--- src/rtl/eeprom_seq_pkg.sv ---
package eeprom_seq_pkg;

  localparam int IDX_W = 16;

  localparam logic [7:0] OPC_READ  = 8'h03;
  localparam logic [7:0] OPC_WRITE = 8'h02;
  localparam logic [7:0] OPC_WREN  = 8'h06;
  localparam logic [7:0] OPC_RDSR  = 8'h05;
  localparam logic [7:0] OPC_HIBIT = 8'h08;

  typedef enum logic [3:0] {
    ST_IDLE, ST_POLL_OP, ST_POLL_IN, ST_WREN, ST_CMD_OP, ST_CMD_ADDR,
    ST_RD_WORD, ST_RD_HOLD, ST_WR_WAIT, ST_WR_WORD, ST_GAP, ST_FIN
  } seq_state_t;

  // wire order: first byte on the bus is the low byte of the word
  function automatic logic [15:0] swap_bytes(input logic [15:0] w);
    return {w[7:0], w[15:8]};
  endfunction

  function automatic logic [15:0] byte_addr(input logic [IDX_W-1:0] off);
    return {off[14:0], 1'b0};
  endfunction

  function automatic logic [7:0] pick_opcode(input logic [7:0] base,
                                             input logic [IDX_W-1:0] off,
                                             input int abits);
    if (abits == 8 && off >= 16'd128) return base | OPC_HIBIT;
    return base;
  endfunction

  function automatic logic at_page_edge(input logic [IDX_W-1:0] next_off,
                                        input int unsigned page_bytes);
    int unsigned b;
    b = 32'({next_off, 1'b0});
    return (b % page_bytes) == 0;
  endfunction

endpackage

--- src/rtl/eeprom_req_check.sv ---
module eeprom_req_check
  import eeprom_seq_pkg::*;
#(
  parameter int WORDS = 256
) (
  input  logic [IDX_W-1:0] offset,
  input  logic [IDX_W-1:0] count,
  output logic             ok
);
  localparam logic [IDX_W:0] LIM = (IDX_W+1)'(WORDS);

  logic [IDX_W:0] o_ext, c_ext;
  assign o_ext = {1'b0, offset};
  assign c_ext = {1'b0, count};
  assign ok = (o_ext < LIM) && (c_ext != '0) && (c_ext <= LIM - o_ext);
endmodule

--- src/rtl/spi_shift_engine.sv ---
module spi_shift_engine #(
  parameter int DIV = 2,
  parameter int DW  = 16
) (
  input  logic          clk,
  input  logic          rst_n,
  input  logic          start,
  input  logic [4:0]    nbits,
  input  logic [DW-1:0] tx,
  output logic [DW-1:0] rx,
  output logic          fin,
  output logic          sck,
  output logic          mosi,
  input  logic          miso
);
  localparam int CW = (DIV > 1) ? $clog2(DIV) : 1;
  localparam logic [CW-1:0] TOP = CW'(DIV - 1);

  logic          active;
  logic [CW-1:0] tick;
  logic [4:0]    left;
  logic [DW-1:0] sh_tx;

  assign mosi = active & sh_tx[DW-1];

  always_ff @(posedge clk or negedge rst_n) begin
    if (!rst_n) begin
      active <= 1'b0;
      tick   <= '0;
      left   <= '0;
      sh_tx  <= '0;
      rx     <= '0;
      sck    <= 1'b0;
      fin    <= 1'b0;
    end else begin
      fin <= 1'b0;
      if (!active) begin
        if (start) begin
          active <= 1'b1;
          tick   <= '0;
          left   <= nbits;
          sh_tx  <= tx << (5'(DW) - nbits);
          rx     <= '0;
          sck    <= 1'b0;
        end
      end else if (tick != TOP) begin
        tick <= tick + 1'b1;
      end else begin
        tick <= '0;
        if (!sck) begin
          sck <= 1'b1;
        end else begin
          // sample at the end of the high phase, then drop SCK
          rx    <= {rx[DW-2:0], miso};
          sck   <= 1'b0;
          sh_tx <= sh_tx << 1;
          left  <= left - 1'b1;
          if (left == 5'd1) begin
            active <= 1'b0;
            fin    <= 1'b1;
          end
        end
      end
    end
  end
endmodule

--- src/rtl/eeprom_word_seq.sv ---
module eeprom_word_seq
  import eeprom_seq_pkg::*;
#(
  parameter int WORDS      = 256,
  parameter int ADDR_BITS  = 8,
  parameter int PAGE_BYTES = 16,
  parameter int CLK_DIV    = 2,
  parameter int MAX_POLL   = 8,
  parameter int GAP_CYC    = 2
) (
  input  logic        clk,
  input  logic        rst_n,
  input  logic        req_valid,
  input  logic        req_write,
  input  logic [15:0] req_offset,
  input  logic [15:0] req_count,
  output logic        busy,
  output logic        done,
  output logic        error,
  input  logic [15:0] wr_data,
  input  logic        wr_valid,
  output logic        wr_ready,
  output logic [15:0] rd_data,
  output logic        rd_valid,
  input  logic        rd_ready,
  output logic        spi_cs_n,
  output logic        spi_sck,
  output logic        spi_mosi,
  input  logic        spi_miso
);
  localparam int PW = $clog2(MAX_POLL + 1);
  localparam int GW = $clog2(GAP_CYC + 1);
  localparam logic [PW-1:0] POLL_LAST = PW'(MAX_POLL - 1);
  localparam logic [GW-1:0] GAP_LAST  = GW'(GAP_CYC - 1);

  seq_state_t        st, gap_to;
  logic              is_wr, err_pend, launched;
  logic [IDX_W-1:0]  cur_off, left_w;
  logic [PW-1:0]     polls;
  logic [GW-1:0]     gap_cnt;
  logic [15:0]       wr_word;

  logic              req_ok;
  logic              shift_state, eng_start, eng_done;
  logic [4:0]        eng_bits;
  logic [15:0]       eng_tx, eng_rx;

  // named events for the checker
  logic rx_phase, req_reject, poll_retry;

  eeprom_req_check #(.WORDS(WORDS)) u_chk_req (
    .offset(req_offset), .count(req_count), .ok(req_ok)
  );

  spi_shift_engine #(.DIV(CLK_DIV), .DW(16)) u_eng (
    .clk(clk), .rst_n(rst_n), .start(eng_start), .nbits(eng_bits),
    .tx(eng_tx), .rx(eng_rx), .fin(eng_done),
    .sck(spi_sck), .mosi(spi_mosi), .miso(spi_miso)
  );

  assign shift_state = (st == ST_POLL_OP) || (st == ST_POLL_IN) || (st == ST_WREN) ||
                       (st == ST_CMD_OP)  || (st == ST_CMD_ADDR) ||
                       (st == ST_RD_WORD) || (st == ST_WR_WORD);
  assign eng_start  = shift_state && !launched;
  assign spi_cs_n   = (st == ST_IDLE) || (st == ST_GAP) || (st == ST_FIN);
  assign busy       = (st != ST_IDLE);
  assign wr_ready   = (st == ST_WR_WAIT);
  assign rx_phase   = (st == ST_POLL_IN) || (st == ST_RD_WORD);
  assign req_reject = (st == ST_IDLE) && req_valid && !req_ok;
  assign poll_retry = (st == ST_POLL_IN) && eng_done && eng_rx[0] && (polls != POLL_LAST);

  always_comb begin
    eng_bits = 5'd8;
    eng_tx   = '0;
    unique case (st)
      ST_POLL_OP:  eng_tx = {8'h00, OPC_RDSR};
      ST_WREN:     eng_tx = {8'h00, OPC_WREN};
      ST_CMD_OP:   eng_tx = {8'h00, pick_opcode(is_wr ? OPC_WRITE : OPC_READ, cur_off, ADDR_BITS)};
      ST_CMD_ADDR: begin
        eng_bits = 5'(ADDR_BITS);
        eng_tx   = byte_addr(cur_off);
      end
      ST_RD_WORD:  eng_bits = 5'd16;
      ST_WR_WORD:  begin
        eng_bits = 5'd16;
        eng_tx   = swap_bytes(wr_word);
      end
      default: ;
    endcase
  end

  always_ff @(posedge clk or negedge rst_n) begin
    if (!rst_n) begin
      st       <= ST_IDLE;
      gap_to   <= ST_IDLE;
      is_wr    <= 1'b0;
      err_pend <= 1'b0;
      launched <= 1'b0;
      cur_off  <= '0;
      left_w   <= '0;
      polls    <= '0;
      gap_cnt  <= '0;
      wr_word  <= '0;
      rd_data  <= '0;
      rd_valid <= 1'b0;
      done     <= 1'b0;
      error    <= 1'b0;
    end else begin
      done  <= 1'b0;
      error <= 1'b0;
      if (eng_start) launched <= 1'b1;
      if (eng_done)  launched <= 1'b0;
      unique case (st)
        ST_IDLE: if (req_valid) begin
          if (req_ok) begin
            is_wr   <= req_write;
            cur_off <= req_offset;
            left_w  <= req_count;
            polls   <= '0;
            st      <= ST_POLL_OP;
          end else begin
            done  <= 1'b1;
            error <= 1'b1;
          end
        end
        ST_POLL_OP: if (eng_done) st <= ST_POLL_IN;
        ST_POLL_IN: if (eng_done) begin
          st <= ST_GAP;
          if (!eng_rx[0]) begin
            gap_to <= is_wr ? ST_WREN : ST_CMD_OP;
          end else if (polls == POLL_LAST) begin
            gap_to   <= ST_FIN;
            err_pend <= 1'b1;
          end else begin
            polls  <= polls + 1'b1;
            gap_to <= ST_POLL_OP;
          end
        end
        ST_WREN: if (eng_done) begin
          st     <= ST_GAP;
          gap_to <= ST_CMD_OP;
        end
        ST_CMD_OP:   if (eng_done) st <= ST_CMD_ADDR;
        ST_CMD_ADDR: if (eng_done) st <= is_wr ? ST_WR_WAIT : ST_RD_WORD;
        ST_RD_WORD: if (eng_done) begin
          rd_data  <= swap_bytes(eng_rx);
          rd_valid <= 1'b1;
          st       <= ST_RD_HOLD;
        end
        ST_RD_HOLD: if (rd_ready) begin
          rd_valid <= 1'b0;
          cur_off  <= cur_off + 1'b1;
          left_w   <= left_w - 1'b1;
          if (left_w == 16'd1) begin
            st     <= ST_GAP;
            gap_to <= ST_FIN;
          end else begin
            st <= ST_RD_WORD;
          end
        end
        ST_WR_WAIT: if (wr_valid) begin
          wr_word <= wr_data;
          st      <= ST_WR_WORD;
        end
        ST_WR_WORD: if (eng_done) begin
          cur_off <= cur_off + 1'b1;
          left_w  <= left_w - 1'b1;
          if (left_w == 16'd1) begin
            st     <= ST_GAP;
            gap_to <= ST_FIN;
          end else if (at_page_edge(cur_off + 1'b1, PAGE_BYTES)) begin
            polls  <= '0;
            st     <= ST_GAP;
            gap_to <= ST_POLL_OP;
          end else begin
            st <= ST_WR_WAIT;
          end
        end
        ST_GAP: if (gap_cnt == GAP_LAST) begin
          gap_cnt <= '0;
          st      <= gap_to;
        end else begin
          gap_cnt <= gap_cnt + 1'b1;
        end
        ST_FIN: begin
          done     <= 1'b1;
          error    <= err_pend;
          err_pend <= 1'b0;
          st       <= ST_IDLE;
        end
        default: st <= ST_IDLE;
      endcase
    end
  end
endmodule

--- config.mk ---
export PLATFORM = sky130hd
export DESIGN_NAME = eeprom_word_seq
export DESIGN_NICKNAME = d
export VERILOG_FILES = /design/src/rtl/eeprom_seq_pkg.sv /design/src/rtl/eeprom_req_check.sv /design/src/rtl/spi_shift_engine.sv /design/src/rtl/eeprom_word_seq.sv
export SDC_FILE = /design/constraint.sdc
export NUM_CORES = 1
export LEC_CHECK = 0
export ABC_AREA = 0
export BUFFER_PORTS_ARGS = -buffer_cell sky130_fd_sc_hd__buf_2
export CAP_MARGIN = 10
export CORE_MARGIN = 5
export CORE_UTILIZATION = 30
export CTS_CLUSTER_DIAMETER = 50
export DETAILED_ROUTE_END_ITERATION = 8
export GPL_TIMING_DRIVEN = 0
export PLACE_DENSITY_LB_ADDON = 0.3
export RECOVER_POWER = 100
export SLEW_MARGIN = 5
export SYNTH_ARGS = -nofsm -noshare
export SYNTH_HDL_FRONTEND = slang
export SYNTH_SLANG_ARGS = --single-unit
--- constraint.sdc ---
create_clock -name clk -period 3.2 [get_ports clk]
set_clock_uncertainty 0.15 [all_clocks]
set_input_delay 0.64 -clock clk [delete_from_list [all_inputs] [get_ports clk]]
set_output_delay 0.64 -clock clk [all_outputs]
set_load 0.02 [all_outputs]
==> metrics.txt, run 1 <==
first-pass iteration count of the detailed router=5; uppermost layer routed=met4; number of buffers created by CTS=17; Max Cap Viol=1; reg2reg end=left_w[4]; CTS H-tree lvls=4; crit-path max FO=6; Crit Path Category=input pin to register; Die Span Y=163.4 µm; Starting Density=30.26%; Iteration-0 DRC Markers=632; Total GRT Usage=15.73%; WL met2=9753 µm; Tot Pwr=3.812 mW; EDFF count, synth=0; #FFs+latches synth=125; area post-placement=0.007936 mm²; Max Fclk=296.0 MHz; Setup TNS Final=-4514 ps; share of cells above drive strength 1=25.32%; I/O Pins=79; total congestion overflow=0; IO Port Bufs=78; final net count=925; Area Growth Syn to Fin=26.44%; post-synthesis sequential area ratio=44.30%; CTS tree=yes; Final GP Congestion=0.8872; Data required, critical path=3360 ps; # DRC=0; M1 wire length=9613 µm; RR Startpoint=st[1]; post-route ant nets=0; max incr delay on CP=400 ps; antenna cells=0; root buffer cell=clkbuf_16; Worst Path Arrival=3540 ps; Netlist Area Pre-Place=0.007061 mm²; setup violators final=35; Via Count=6,238; die area=0.02670 mm²; Stages on worst setup path=13; cell row count=56; switching share of power=23.11%; clock group share of total power=52.2%; Netlist cell types=71; Worst-Margin Slew=2587 ps; met3 routed WL=964 µm; Peak VDD IR=0.0003411 V; Final Slew Violations=44; maximum clock path buffer count=2; HPWL after DPL=14,890 µm; largest net degree at the start of global routing=83; post-route cell area=0.008927 mm²; R2R setup slack=120 ps; switching pwr=0.8810 mW; Gate power share=6.2%; clock latency on the worst-skew pair=430 ps; core area=0.02333 mm²; number of global-route vias before repair=6,201; async set or reset register ratio after synthesis=100.0%; Final min period=3379 ps; Top delay family on crit path=simple AND/OR/NAND/NOR gates; CP bufs+invs=1; routed length per instance=17.55 µm; Mapped Cells=727; CP most frequent cell=or3_4; Finished Core Util=38.26%; crit end category=register; mean post-synth cell area=9.712 µm²; CTS Sinks=125; register share of total power=41.6%; antenna violations before repair=0; launch point of the worst path=req_offset[7]; YS warnings=0; syn nets=807; DRT Wirelength=20,640 µm; first-pass GRT wire length=33,260 µm; Critical Path End=cur_off[2]; Hold Path Class=input pin to register; Setup Slack @ Placement=-1104 ps; worst-path cell chain=buf_8, or3_4, o31ai_4, nand2_2, xnor2_2, ha_1, nand4_1, nor2_2, a41o_1, o22ai_2, or3_4, and2_4, mux2_4; CP Launch Type=input pin; Top FF cell, synth=dfrtp_1; final worst-path cycle share=105.6%; Worst-path clk slew=60 ps; internal power=2.931 mW; Vias/cell=5.304; RSZ-0062 raised after global routing=true; Pwr Density=427.0 mW/mm²; Reg2Reg Depth=8; failing checks=max-capacitance violations, max-slew violations, negative setup slack; final hold vios=0; Leak Pwr=3.945 nW; die width=163.4 µm; CP max stage cell=or3_4; Worst Slack Setup Final=-178.8 ps; status=finished with violations; Slew HR=-72.45%
[cells in the mapped netlist (all sizes together) (4+ instances only)]
library cell,count,area (µm²)
a21o,6,45.04
nor3,30,161.4
a21oi,44,227.7
o21a,8,60.06
a221o,4,40.04
ha,25,312.8
nand2b,6,37.54
or4,5,37.54
and2,5,33.78
nor2b,4,25.02
o22ai,15,150.2
nor4,13,81.33
nand4,6,43.79
o311ai,9,78.83
buf,10,66.31
nand3,22,110.1
or3,6,42.54
inv,25,93.84
a211oi,6,45.04
a31oi,8,50.05
a22oi,13,97.59
xnor2,5,43.79
clkbuf,33,123.9
dfrtp,125,3128
and3,6,37.54
o21ai,54,270.3
a22o,22,192.7
mux2,40,457.9
o31ai,4,43.79
nor2,50,187.7
xor2,11,96.34
o211ai,4,30.03
nand2,58,217.7
[timing repair]
action | in CTS | in global routing
pin swaps | 27 | 28
resized for setup | 32 | 46
gates cloned | 0 | 1
hold endpoints to repair | 0 | 0
hold buffers | 0 | 0
endpoints found under the setup margin | 39 | 55
setup buffers | 11 | 9
[cell usage in the layout (no fill, tap or decap), types with 5 or more instances in the layout]
| cell type | instances |
|---|---|
| nor2_1 | 45 |
| a21oi_1 | 41 |
| mux2_2 | 38 |
| a22o_1 | 22 |
| o311ai_0 | 8 |
| a21o_1 | 6 |
| inv_1 | 23 |
| o21ai_0 | 43 |
| ha_1 | 24 |
| inv_6 | 5 |
| nor3_1 | 28 |
| nand2_1 | 55 |
| or4_1 | 5 |
| and3_1 | 6 |
| o21a_1 | 8 |
| xor2_1 | 11 |
| a31oi_1 | 8 |
| nor4_1 | 11 |
| buf_2 | 52 |
| nand2b_1 | 6 |
| o21ai_1 | 8 |
| o22ai_2 | 12 |
| a22oi_1 | 13 |
| dfrtp_1 | 125 |
| clkbuf_16 | 18 |
| buf_4 | 21 |
| nand4_1 | 5 |
| nand3_1 | 18 |
| clkbuf_1 | 54 |
[power groups by stage]
stage	Clock [mW]	Sequential (mW)	Combinational, mW
4_1_cts	2.03	1.59	0.220
2_1_floorplan	0	1.61	0.0801
5_1_grt	2.11	1.59	0.264
3_5_place_dp	0	1.61	0.198
3_3_place_gp	0	1.61	0.191
6_report	1.99	1.59	0.236
[metrics by stage]
step           std cells  hold slack [ps]
3_3_place_gp        1124            312.4
6_report            1176            291.2
2_1_floorplan        727            194.4
3_5_place_dp        1126            316.3
5_1_grt             1176            280.8
4_1_cts             1167            4.347
[cells by family (layout without fill, tap and decap cells)]
group	Yosys count	after routing	synth area share, %
buf+inv	68	198	4.023
xor+xnor	16	16	1.985
fa+ha+maj	25	25	4.430
compound gates	220	220	21.73
simple gates	230	230	16.62
flops	125	125	44.30
mux	43	43	6.911
[how the worst min path moves through the flow]
stage,startpoint,to,slack [ps],cells past startpoint
after floorplan,rst_n,cur_off[0],190,0
final,wr_data[11],wr_word[11],290,2
after detailed placement,gap_cnt[0],gap_cnt[0],320,1
after CTS,rst_n,error,4,1
after global routing,wr_data[11],wr_word[11],280,2
after global placement,gap_cnt[0],gap_cnt[0],310,1
[area by class of cell]
class | instances | area, µm²
repair buffers | 101 | 614.3
fillers | 2360 | 14410
multi-input cells | 534 | 3862
clock inverters | 12 | 160.2
plain buffers | 41 | 209.0
well taps | 319 | 399.1
flip-flops and latches | 125 | 3128
clock buffers | 19 | 442.9
inverters | 25 | 111.4
[metal layers]
metal	vias to the layer above	GRT usage, %
met2	165	25.26
met4	0	4.766
met3	20	3.028
met1	3091	21.56
li1	2962	-
met5	-	0
[flip-flops by register name, indices dropped and copies added, names as in the netlist, 2 cells and up]
| name | cells |
|---|---|
| cur_off | 16 |
| rd_data | 16 |
| u_eng.rx | 16 |
| wr_word | 16 |
| left_w | 16 |
| polls | 4 |
| st | 4 |
| gap_to | 4 |
| gap_cnt | 2 |
| u_eng.left | 5 |
| u_eng.sh_tx | 16 |
Note: power is estimated with default switching activity, not from simulation.
==> inputs of run 2 (changes only) <==
--- a/config.mk
+++ b/config.mk
@@ -6,7 +6,7 @@
 export NUM_CORES = 1
 export LEC_CHECK = 0
 export ABC_AREA = 0
-export BUFFER_PORTS_ARGS = -buffer_cell sky130_fd_sc_hd__buf_2
+export BUFFER_PORTS_ARGS = -buffer_cell sky130_fd_sc_hd__clkbuf_2
 export CAP_MARGIN = 10
 export CORE_MARGIN = 5
 export CORE_UTILIZATION = 30
==> constraint.sdc (replaced) <==
create_clock -name clk -period 4.15 [get_ports clk]
set_clock_uncertainty 0.15 [all_clocks]
set_input_delay 0.83 -clock clk [delete_from_list [all_inputs] [get_ports clk]]
set_output_delay 0.83 -clock clk [all_outputs]
set_load 0.02 [all_outputs]
==> metrics.txt, run 2 (synthesized netlist as in run 1, its figures left out) <==
Slew HR=4.226%; largest net degree at the start of global routing=100; status=finished clean; final worst-path cycle share=95.41%; total congestion overflow=0; HPWL after DPL=14,830 µm; CTS H-tree lvls=4; share of cells above drive strength 1=18.97%; Critical Path End=cur_off[2]; final net count=905; Final GP Congestion=0.8652; Pwr Density=344.6 mW/mm²; # DRC=0; Final Slew Violations=0; Data required, critical path=4300 ps; post-route ant nets=0; routed length per instance=17.42 µm; hold_buf cts=0; setup violators final=0; max incr delay on CP=340 ps; root buffer cell=clkbuf_16; reg2reg end=gap_to[3]; first-pass iteration count of the detailed router=5; Via Count=6,098; die width=163.4 µm; Max Cap Viol=0; crit-path max FO=7; die area=0.02670 mm²; IO Port Bufs=78; Worst Path Arrival=4110 ps; I/O Pins=79; CP Launch Type=input pin; Total GRT Usage=15.29%; most frequent cells in the layout=dfrtp_1, nand2_1, clkbuf_1; number of global-route vias before repair=6,036; CTS tree=yes; Die Span Y=163.4 µm; Stages on worst setup path=17; CP max stage cell=a21boi_2; Worst-path clk slew=60 ps; Max Fclk=252.6 MHz; cell row count=56; number of buffers created by CTS=17; final hold vios=0; CTS Sinks=125; antenna cells=0; Final min period=3960 ps; antenna violations before repair=0; RSZ-0062 raised after global routing=false; CP bufs+invs=4; worst-path cell chain=clkbuf_2, inv_1, ha_2, nor4b_4, a21boi_2, nor2_1, xor2_1, ha_1, a21o_1, a21oi_1, o221a_2, o22ai_2, or3_1, buf_2, and2_4, buf_6, mux2_4; Hold Path Class=register to register; Crit Path Category=input pin to register; Iteration-0 DRC Markers=524; Peak VDD IR=0.0002371 V; RR Startpoint=left_w[7]; Setup TNS Final=0 ps; R2R setup slack=1100 ps; Starting Density=30.26%; DRT Wirelength=20,150 µm; Leak Pwr=3.764 nW; Top delay family on crit path=compound AO/OA/AOI/OAI gates; Area Growth Syn to Fin=19.81%; clock latency on the worst-skew pair=420 ps; filler instances=2,424; crit end category=register; Worst Hold Path Cells=1; post-CTS setup buffer count=0; launch point of the worst path=req_offset[0]; first-pass GRT wire length=32,250 µm; maximum clock path buffer count=2; Worst-Margin Slew=1437 ps; Tot Pwr=2.915 mW; core area=0.02333 mm²; Min Hold Slack=327.2 ps; commonest non-fill, non-tap cell in the layout=dfrtp_1; Reg2Reg Depth=8; Vias/cell=5.271
[run 2: cell types whose count changed in the layout (fill, tap and decap cells not counted), sizes merged]
cell | previous run | this run
clkbuf | 77 | 133
buf | 84 | 9
[run 2: area by class of cell]
| cell class | count | area [µm²] | area share (%) |
|---|---|---|---|
| Buffer | 43 | 191.4 | 2.263 |
| Inverter | 25 | 93.84 | 1.109 |
| Timing Repair Buffer | 79 | 367.9 | 4.348 |
| Sequential cell | 125 | 3128 | 36.98 |
| Clock inverter | 12 | 160.2 | 1.893 |
| Tap cell | 319 | 399.1 | 4.718 |
| Multi-Input combinational cell | 534 | 3662 | 43.29 |
| Clock buffer | 20 | 456.7 | 5.399 |
[run 2: where the power goes]
part / internal, mW / switching, mW / leakage (nW)
combinational: 0.0545 / 0.0919 / 1.79
clock: 0.982 / 0.564 / 0.301
sequential: 1.22 / 0.00230 / 1.67
total: 2.26 / 0.658 / 3.76
[run 2: how the worst min path moves through the flow]
stage	startpoint	to	slack, ps
2_1_floorplan	u_eng.sh_tx[15]	u_eng.sh_tx[15]	290
3_3_place_gp	u_eng.sh_tx[15]	u_eng.sh_tx[15]	310
3_5_place_dp	gap_cnt[0]	gap_cnt[0]	310
4_1_cts	rst_n	rd_data[14]	130
5_1_grt	gap_cnt[0]	gap_cnt[0]	360
6_report	gap_cnt[0]	gap_cnt[0]	330
[run 2: through the flow]
step	area [µm²]	instances	setup slack, ps	utilization, %
after floorplan	7061	727	182.5	-
after CTS	8516	1157	54.20	36.50
after global placement	7850	1124	-573.6	33.64
after global routing	8459	1157	17.71	36.26
final	8459	1157	190.5	36.26
after detailed placement	7886	1125	-636.6	33.80
[run 2: layer usage]
metal / wire, µm / up-vias / share of wire, % / track usage, %
met4: 306 / 0 / 1.5 / 4.956
met2: 9445 / 183 / 47 / 24.60
met3: 1059 / 25 / 5.3 / 2.927
li1: - / 2916 / - / -
met5: 0 / - / 0 / 0
met1: 9340 / 2974 / 46 / 20.82
[run 2: repair_timing]
item                       4_1_cts  5_1_grt
setup endpoints to repair       31       29
hold endpoints to repair         0        0
pin swaps                        0        2
resized for setup                4        6
